## src/rtl/selftest_pkg.sv

```systemverilog
package selftest_pkg;

  localparam logic [4:0] FN_LOOP_ON  = 5'd14;
  localparam logic [4:0] FN_LOOP_OFF = 5'd12;
  localparam logic [3:0] SUB_CTRL    = 4'd0;

  typedef struct packed {
    logic set;
    logic clr;
    logic any;
  } loop_cmd_t;

endpackage

```

## src/rtl/loop_cmd_dec.sv

```systemverilog
module loop_cmd_dec
  import selftest_pkg::*;
(
  input  logic       cmd_valid,
  input  logic [4:0] cmd_func,
  input  logic [3:0] cmd_sub,
  output loop_cmd_t  cmd
);

  logic ctrl_sub;

  always_comb begin
    ctrl_sub = (cmd_sub == SUB_CTRL);
    cmd.any  = cmd_valid;
    cmd.set  = cmd_valid && ctrl_sub && (cmd_func == FN_LOOP_ON);
    cmd.clr  = cmd_valid && ctrl_sub && (cmd_func == FN_LOOP_OFF);
  end

endmodule

```

## src/rtl/loop_wdog.sv

```systemverilog
module loop_wdog
  import selftest_pkg::*;
#(
  parameter int TIMEOUT_MS = 200
) (
  input  logic      clk,
  input  logic      rst,
  input  loop_cmd_t cmd,
  input  logic      ms_tick,
  output logic      loop_next,
  output logic      loop_q
);

  localparam int              CNT_W = $clog2(TIMEOUT_MS + 1);
  localparam logic [CNT_W-1:0] LAST = CNT_W'(TIMEOUT_MS - 1);

  logic [CNT_W-1:0] cnt_q, cnt_next;

  always_comb begin
    loop_next = loop_q;
    cnt_next  = cnt_q;
    if (cmd.clr) begin
      loop_next = 1'b0;
      cnt_next  = '0;
    end else if (cmd.set) begin
      loop_next = 1'b1;
      cnt_next  = '0;
    end else if (loop_q && cmd.any) begin
      cnt_next  = '0;
    end else if (loop_q && ms_tick) begin
      if (cnt_q == LAST) begin
        loop_next = 1'b0;
        cnt_next  = '0;
      end else begin
        cnt_next  = cnt_q + 1'b1;
      end
    end
  end

  always_ff @(posedge clk) begin
    if (rst) begin
      loop_q <= 1'b0;
      cnt_q  <= '0;
    end else begin
      loop_q <= loop_next;
      cnt_q  <= cnt_next;
    end
  end


  cnt_range_chk: assert property (@(posedge clk) disable iff (rst)
    cnt_q <= LAST);


  idle_cnt_chk: assert property (@(posedge clk) disable iff (rst)
    !loop_q |-> cnt_q == '0);


  set_chk: assert property (@(posedge clk) disable iff (rst)
    cmd.set |=> loop_q);


  clr_chk: assert property (@(posedge clk) disable iff (rst)
    cmd.clr |=> !loop_q);


  restart_chk: assert property (@(posedge clk) disable iff (rst)
    (loop_q && cmd.any && !cmd.clr) |=> (loop_q && cnt_q == '0));


  expire_chk: assert property (@(posedge clk) disable iff (rst)
    (loop_q && ms_tick && !cmd.any && cnt_q == LAST) |=> !loop_q);

endmodule

```

## src/rtl/link_iso_mux.sv

```systemverilog
module link_iso_mux #(
  parameter int DATA_W = 16
) (
  input  logic              clk,
  input  logic              rst,
  input  logic              loop_next,
  input  logic              core_tx_data,
  input  logic              core_tx_req,
  input  logic              link_rx_data,
  input  logic              link_rx_rdy,
  input  logic              ext_wr_req,
  input  logic [DATA_W-1:0] ext_rd_in,
  input  logic              fp_bt_en,
  input  logic              fp_bt_data,
  input  logic              fp_bt_clk,
  output logic              core_rx_data,
  output logic              core_rx_rdy,
  output logic              link_tx_data,
  output logic              link_tx_req,
  output logic              ext_wr_pass,
  output logic [DATA_W-1:0] ext_rd_out,
  output logic              fp_bt_data_o,
  output logic              fp_bt_clk_o,
  output logic              fp_bt_ready
);

  logic open_n;

  always_comb open_n = ~loop_next;

  always_ff @(posedge clk) begin
    if (rst) begin
      core_rx_data <= 1'b0;
      core_rx_rdy  <= 1'b0;
      link_tx_data <= 1'b0;
      link_tx_req  <= 1'b0;
      ext_wr_pass  <= 1'b0;
      ext_rd_out   <= '0;
      fp_bt_data_o <= 1'b0;
      fp_bt_clk_o  <= 1'b0;
      fp_bt_ready  <= 1'b0;
    end else begin
      core_rx_data <= loop_next ? core_tx_data : link_rx_data;
      core_rx_rdy  <= loop_next ? core_tx_req  : link_rx_rdy;
      link_tx_data <= open_n & core_tx_data;
      link_tx_req  <= open_n & core_tx_req;
      ext_wr_pass  <= open_n & ext_wr_req;
      ext_rd_out   <= ext_rd_in & {DATA_W{open_n}};
      fp_bt_data_o <= open_n & fp_bt_data;
      fp_bt_clk_o  <= open_n & fp_bt_clk;
      fp_bt_ready  <= open_n & fp_bt_en;
    end
  end

endmodule

```

## src/rtl/selftest_loop.sv

```systemverilog
module selftest_loop
  import selftest_pkg::*;
#(
  parameter int DATA_W     = 16,
  parameter int TIMEOUT_MS = 200
) (
  input  logic              clk,
  input  logic              rst,
  input  logic              cmd_valid,
  input  logic [4:0]        cmd_func,
  input  logic [3:0]        cmd_sub,
  input  logic              ms_tick,
  input  logic              core_tx_data,
  input  logic              core_tx_req,
  input  logic              link_rx_data,
  input  logic              link_rx_rdy,
  output logic              core_rx_data,
  output logic              core_rx_rdy,
  output logic              link_tx_data,
  output logic              link_tx_req,
  input  logic              ext_wr_req,
  output logic              ext_wr_pass,
  input  logic [DATA_W-1:0] ext_rd_in,
  output logic [DATA_W-1:0] ext_rd_out,
  input  logic              fp_bt_en,
  input  logic              fp_bt_data,
  input  logic              fp_bt_clk,
  output logic              fp_bt_data_o,
  output logic              fp_bt_clk_o,
  output logic              fp_bt_ready,
  output logic              isolate
);

  loop_cmd_t cmd;
  logic      loop_next;

  loop_cmd_dec u_dec (
    .cmd_valid (cmd_valid),
    .cmd_func  (cmd_func),
    .cmd_sub   (cmd_sub),
    .cmd       (cmd)
  );

  loop_wdog #(.TIMEOUT_MS(TIMEOUT_MS)) u_wdog (
    .clk       (clk),
    .rst       (rst),
    .cmd       (cmd),
    .ms_tick   (ms_tick),
    .loop_next (loop_next),
    .loop_q    (isolate)
  );

  link_iso_mux #(.DATA_W(DATA_W)) u_mux (
    .clk          (clk),
    .rst          (rst),
    .loop_next    (loop_next),
    .core_tx_data (core_tx_data),
    .core_tx_req  (core_tx_req),
    .link_rx_data (link_rx_data),
    .link_rx_rdy  (link_rx_rdy),
    .ext_wr_req   (ext_wr_req),
    .ext_rd_in    (ext_rd_in),
    .fp_bt_en     (fp_bt_en),
    .fp_bt_data   (fp_bt_data),
    .fp_bt_clk    (fp_bt_clk),
    .core_rx_data (core_rx_data),
    .core_rx_rdy  (core_rx_rdy),
    .link_tx_data (link_tx_data),
    .link_tx_req  (link_tx_req),
    .ext_wr_pass  (ext_wr_pass),
    .ext_rd_out   (ext_rd_out),
    .fp_bt_data_o (fp_bt_data_o),
    .fp_bt_clk_o  (fp_bt_clk_o),
    .fp_bt_ready  (fp_bt_ready)
  );


  iso_link_chk: assert property (@(posedge clk) disable iff (rst)
    isolate |-> (!link_tx_data && !link_tx_req && !ext_wr_pass && ext_rd_out == '0));


  iso_fp_chk: assert property (@(posedge clk) disable iff (rst)
    isolate |-> (!fp_bt_data_o && !fp_bt_clk_o && !fp_bt_ready));


  sub_ignore_chk: assert property (@(posedge clk) disable iff (rst)
    (!isolate && cmd_valid && cmd_sub != 4'd0) |=> !isolate);

endmodule

```

## config.mk

```make
export PLATFORM = sky130hd
export DESIGN_NAME = selftest_loop
export DESIGN_NICKNAME = d
export VERILOG_FILES = /design/src/rtl/selftest_pkg.sv /design/src/rtl/loop_cmd_dec.sv /design/src/rtl/loop_wdog.sv /design/src/rtl/link_iso_mux.sv /design/src/rtl/selftest_loop.sv
export SDC_FILE = /design/constraint.sdc
export NUM_CORES = 1
export LEC_CHECK = 0
export ABC_CLOCK_PERIOD_IN_PS = 2720
export CORE_MARGIN = 3
export CORE_UTILIZATION = 41
export CTS_CLUSTER_DIAMETER = 60
export DETAILED_ROUTE_END_ITERATION = 7
export PLACE_DENSITY = 0.84
export SYNTH_ARGS = -nofsm -noshare
export SYNTH_HDL_FRONTEND = slang
export SYNTH_SLANG_ARGS = --single-unit
```

## constraint.sdc

```tcl
create_clock -name clk -period 2.72 [get_ports clk]
set_input_delay 0.68 -clock clk [delete_from_list [all_inputs] [get_ports clk]]
set_output_delay 0.68 -clock clk [all_outputs]
set_load 0.02 [all_outputs]
```

# Word level (Yosys, flattened, before mapping)
# Cells that the tools add are included.
# word_totals
elab_cells	38
mem_count	0
regBits	33
ramBits	0
latchBits	0
input_bits	37
romBits	0
output_inout_bits	25
# op_classes
add_sub_neg	1
shift	0
div_mod_pow	0
n_eq_ne	3
n_bitwise	8
magnitude_cmp	0
mul	0
reduce_logical	7
n_mux	8
# op_table
cell	count
bitwise AND 16 bit	1
equality test 5 x 4 -> 1 bit, second input constant	2
adder 8 x 1 -> 8 bit, second input constant	1
equality test 8 bit, second input constant	1
2-to-1 mux 8 bit	1
2-to-1 mux 1 bit	7
bitwise AND 1 bit	6
logical AND 1 bit	5
zero test 4 bit	1
OR reduction 4 bit	1
inverter 1 bit	1

# Depth between registers and ports, before layout
# logic_depth
word_depth	8
mapped_depth	6
ltp_nobuf	5

# Cells and area by module
# From an unflattened synthesis, not the netlist that was laid out.
# unflattened
hier_cells	109
area_unflattened_um2	1248.7
# modules_own_cells
module	instances	area_per_inst_um2	seq_area_each_um2	cells_per_inst
link_iso_mux	1	732.0	480.5	53
loop_wdog	1	454.2	180.2	50
loop_cmd_dec	1	62.6	0.0	6

# Worst setup path before layout
# OpenSTA, ideal clock, no wires.
# synth_path
kind	input -> register
startpoint	in cmd_func[0]
endpoint	reg u_mux.ext_rd_out[0]
setup_time_ps	59
path_buffers	1
t_arrival_ps	1698
stages	5
path_slack_ps	963
cell_sequence	nor4bb_1 -> nand4b_1 -> a31oi_4 -> buf_6 -> and2_1
# synth_via
elab_chain_len	6
elab_cells_between_ends	8
cone_classes	2 x eq/ne; 2 x mux; 2 x bitwise; 2 x reduce/logical
# synth_lines
item	line	text
start: declaration	selftest_loop.sv:10	input logic [4:0] cmd_func,
equality test 5 x 4 -> 1 bit	loop_cmd_dec.sv:15	cmd.set = cmd_valid && ctrl_sub && (cmd_func == FN_LOOP_ON);
logical AND 1 bit	loop_cmd_dec.sv:15	
2-to-1 mux 1 bit	loop_wdog.sv:25	end else if (cmd.set) begin
2-to-1 mux 1 bit (*)	loop_wdog.sv:22	if (cmd.clr) begin
inverter 1 bit (*)	link_iso_mux.sv:29	always_comb open_n = ~loop_next;
bitwise AND 16 bit (*)	link_iso_mux.sv:48	ext_rd_out <= ext_rd_in & {DATA_W{open_n}};
end signal: assignment	link_iso_mux.sv:48	
end: declaration	link_iso_mux.sv:21	output logic [DATA_W-1:0] ext_rd_out,
# Mark *: on every way between the ends. The rest lies on a longest branch, timed or not.
# A chain may end at the register's enable or synchronous reset.

# Worst setup path after layout
# layout_path
startpoint	in cmd_func[3]
endpoint	reg u_mux.ext_rd_out[3]
# The elaborated chain is that of the path after synthesis.

==> impl_metrics.yaml <==
timing:
  whs_ps: 550
  clock-skew-final_ps: 7.32
  final_min_period_over_clock_period_pct: 77.9
  grt_setup_unrepaired: "false"
  hold_violations: 0
  final_max_slew_viols: 0
  finalWorstPathRequiredPeriod_ps: 2120
  finalSetupTns_ps: 0
  setup_viol: 0
  max_clock_freq_mhz: 472
  worst_case_headroom_to_the_max_slew_limit_pct: 71.8
  tightestPinTransition_ps: 423
clocking:
  number_of_hold_buffers_added_after_cts: 0
  clock_tree.root_cell: "sky130_fd_sc_hd__clkbuf_4"
  numCtsBuffers: 5
  clk-insertion-delay-late_ps: 320
  cts.path.max_buffers: 2
  clk_pin_slew_ps: 110
  cts_num_sinks: 33
  tritoncts: "done"
  htree_levels: 2
  post_cts_buffers: 0
  count_of_cells_resized_by_post_cts_repair: 0
drt:
  routed_wire_length_per_instance_um: 14.0
  routed_wl_mm: 2.82
  detail_route.drc_violations: 0
  initialDrtViolationCount: 7
  antenna_violating_nets_left: 0
  drtPass1Iterations: 4
  detailroute.via_count: 941
  drt-vias-per-instance: 4.68
die:
  num_io_pins: 62
  die_height_um: 59.0
  initial_core_util_pct: 44.8
  row_count: 18
  design.die.area_sq_um: 3480
  coreArea_sq_um: 2570
  die_w_um: 59.0
power:
  power-per-cell-area_nw_per_um2: 499
  ir_drop_uv: 360
  power.leakage_nw: 0.741
layout:
  antenna_cells: 0
  fin_util_pct: 71.2
  nNetsFinal: 208
  layout.cells.most_common: "sky130_fd_sc_hd__clkdlybuf4s50_1"
  post_route_cells_drive_above_1_share_pct: 5.26
  layout_common_cells: "sky130_fd_sc_hd__clkdlybuf4s50_1 (61), sky130_fd_sc_hd__dfxtp_1 (33), sky130_fd_sc_hd__and2_1 (23)"
  syn_to_final_growth_pct: 58.8
worst_setup_path:
  critical_path.reg2reg.startpoint: "u_wdog.cnt_q[3]"
  reg2reg_depth: 4
  path_max_fanout: 22
  critical-path-max-stage-delay_ps: 460
  worstReg2RegEnd: "u_mux.ext_rd_out[3]"
  crit_required_ps: 2990
  critical_path.cell_chain: "clkdlybuf4s50_1 -> nor4bb_1 -> nand4b_1 -> a31oi_4 -> and2_1"
  slowest_stage: "sky130_fd_sc_hd__a31oi_4"
  register_to_register_setup_slack_ps: 920
  setup.worst_path.start_class: "primary input"
  worst_path_class_setup: "primary input to register"
  worst_ep_arrival_time_ps: 2390
  worstSetupEndpointType: "register"
global_routing:
  antenna_found_initial: 0
  grt_pass1_wl_mm: 4.53
  pin_count_of_the_biggest_net_entering_global_routing: 23
  grt_usage_pct: 17.7
  grt_pass1_vias: 943
  grt_overflow: 0
logic_synthesis:
  synth.lib_cells_used.distinct: 22
  synth.yosys.seq_area_share_pct: 57.4
  synth_fp_nets: 143
  syn_avg_cell_area_sq_um: 11.0
  synth_cells: 105
  synth.yosys.warnings: 0
  netlist_area_before_placement_sq_um: 1150
  synth.ff_latch_count: 33
placement:
  routabilityCongestion: 0.728
  port-buffer-count: 61
  detailed_place_hpwl_mm: 2.19
min_path:
  worst_hold_path_type: "register to register"
  hold-path-endpoint: "u_wdog.cnt_q[1]"
  hold-path-cell-count: 2
  hp-start: "u_wdog.cnt_q[1]"
job:
  drv.max_cap_violation_count: 0
outcome:
  outcome: "finished, final reports clean"
flip-flops by register name, indices dropped and copies added, names as in the netlist:
register and count:
u_mux.link_tx_data 1, u_wdog.loop_q 1, u_wdog.cnt_q 8, u_mux.core_rx_rdy 1, u_mux.link_tx_req 1, u_mux.fp_bt_ready 1
u_mux.core_rx_data 1, u_mux.fp_bt_clk_o 1, u_mux.ext_wr_pass 1, u_mux.ext_rd_out 16, u_mux.fp_bt_data_o 1
worst max path at each step:
stage                     start             endpoint  slack [ps]  cells past startpoint
floorplan           cmd_func[0]  u_mux.ext_rd_out[0]         960                      5
global placement    cmd_func[3]  u_mux.ext_rd_out[0]         300                      5
detailed placement  cmd_func[3]  u_mux.ext_rd_out[3]         240                      5
CTS                 cmd_func[3]  u_mux.ext_rd_out[4]         580                      5
global route        cmd_func[3]  u_mux.ext_rd_out[4]         370                      5
finish              cmd_func[3]  u_mux.ext_rd_out[3]         600                      5
Yosys cell counts (all sizes together):
cell | number | share of area, %
a221o | 1 | 0.87
nor4bb | 1 | 0.87
o32a | 1 | 0.87
and3 | 3 | 1.6
xnor2 | 1 | 0.76
a21o | 2 | 1.3
nand4 | 4 | 2.2
nand3 | 1 | 0.43
dfxtp | 33 | 57
nand4b | 1 | 0.76
xor2 | 6 | 4.6
ha | 1 | 1.1
buf | 2 | 2.0
nor4 | 1 | 0.54
or3 | 1 | 0.54
clkbuf | 1 | 0.33
mux2i | 3 | 2.6
a31oi | 1 | 1.8
nand2b | 5 | 2.7
and2 | 23 | 13
nand2 | 3 | 0.98
nor2 | 10 | 3.3
worst max-delay path: cells and delay by family:
kind	cells	cell delay (ps)
and+or+nand+nor	3	790
AOI/OAI and AO/OA	1	460
buffers and inverters	1	450
per-stage QoR:
stage          power, mW  instances  setup slack, ps  area [sq um]
2_1_floorplan      0.568        105              963          1150
3_3_place_gp       0.658        193              304          1770
3_5_place_dp       0.661        193              239          1770
4_1_cts            0.927        201              583          1830
5_1_grt            0.966        201              365          1830
6_report           0.912        201              600          1830
layer usage:
layer	vias up	share of wire, %	track usage (%)
li1	478	-	-
met5	-	0	0
met2	45	50	29.7
met3	0	8.8	6.54
met1	418	41	21.6
met4	0	0	3.88
report_power, final:
group	total (mW)	switching (mW)	internal (mW)	leakage (nW)
Combinational	0.141	0.0518	0.0892	0.437
Sequential	0.507	0.00503	0.502	0.272
Clock	0.264	0.167	0.0974	0.0310
cell type report:
cell class                      instances  area [sq um]
Timing Repair Buffer                   61           611
Clock inverter                          3          17.5
Clock buffer                            5          37.5
Sequential cell                        33           661
Tap cell                               30          37.5
Multi-Input combinational cell         69           464
Fill cell                             201           739
logic make-up (layout without fill, tap and decap cells):
| group | Yosys count | in the layout | synth area share [%] |
|---|---|---|---|
| compound gates | 5 | 5 | 4.89 |
| xor+xnor | 7 | 7 | 5.33 |
| fa+ha+maj | 1 | 1 | 1.09 |
| buf+inv | 3 | 69 | 2.28 |
| flops | 33 | 33 | 57.4 |
| mux | 3 | 3 | 2.61 |
| simple gates | 53 | 53 | 26.4 |
Note: power is estimated with default switching activity, not from simulation.
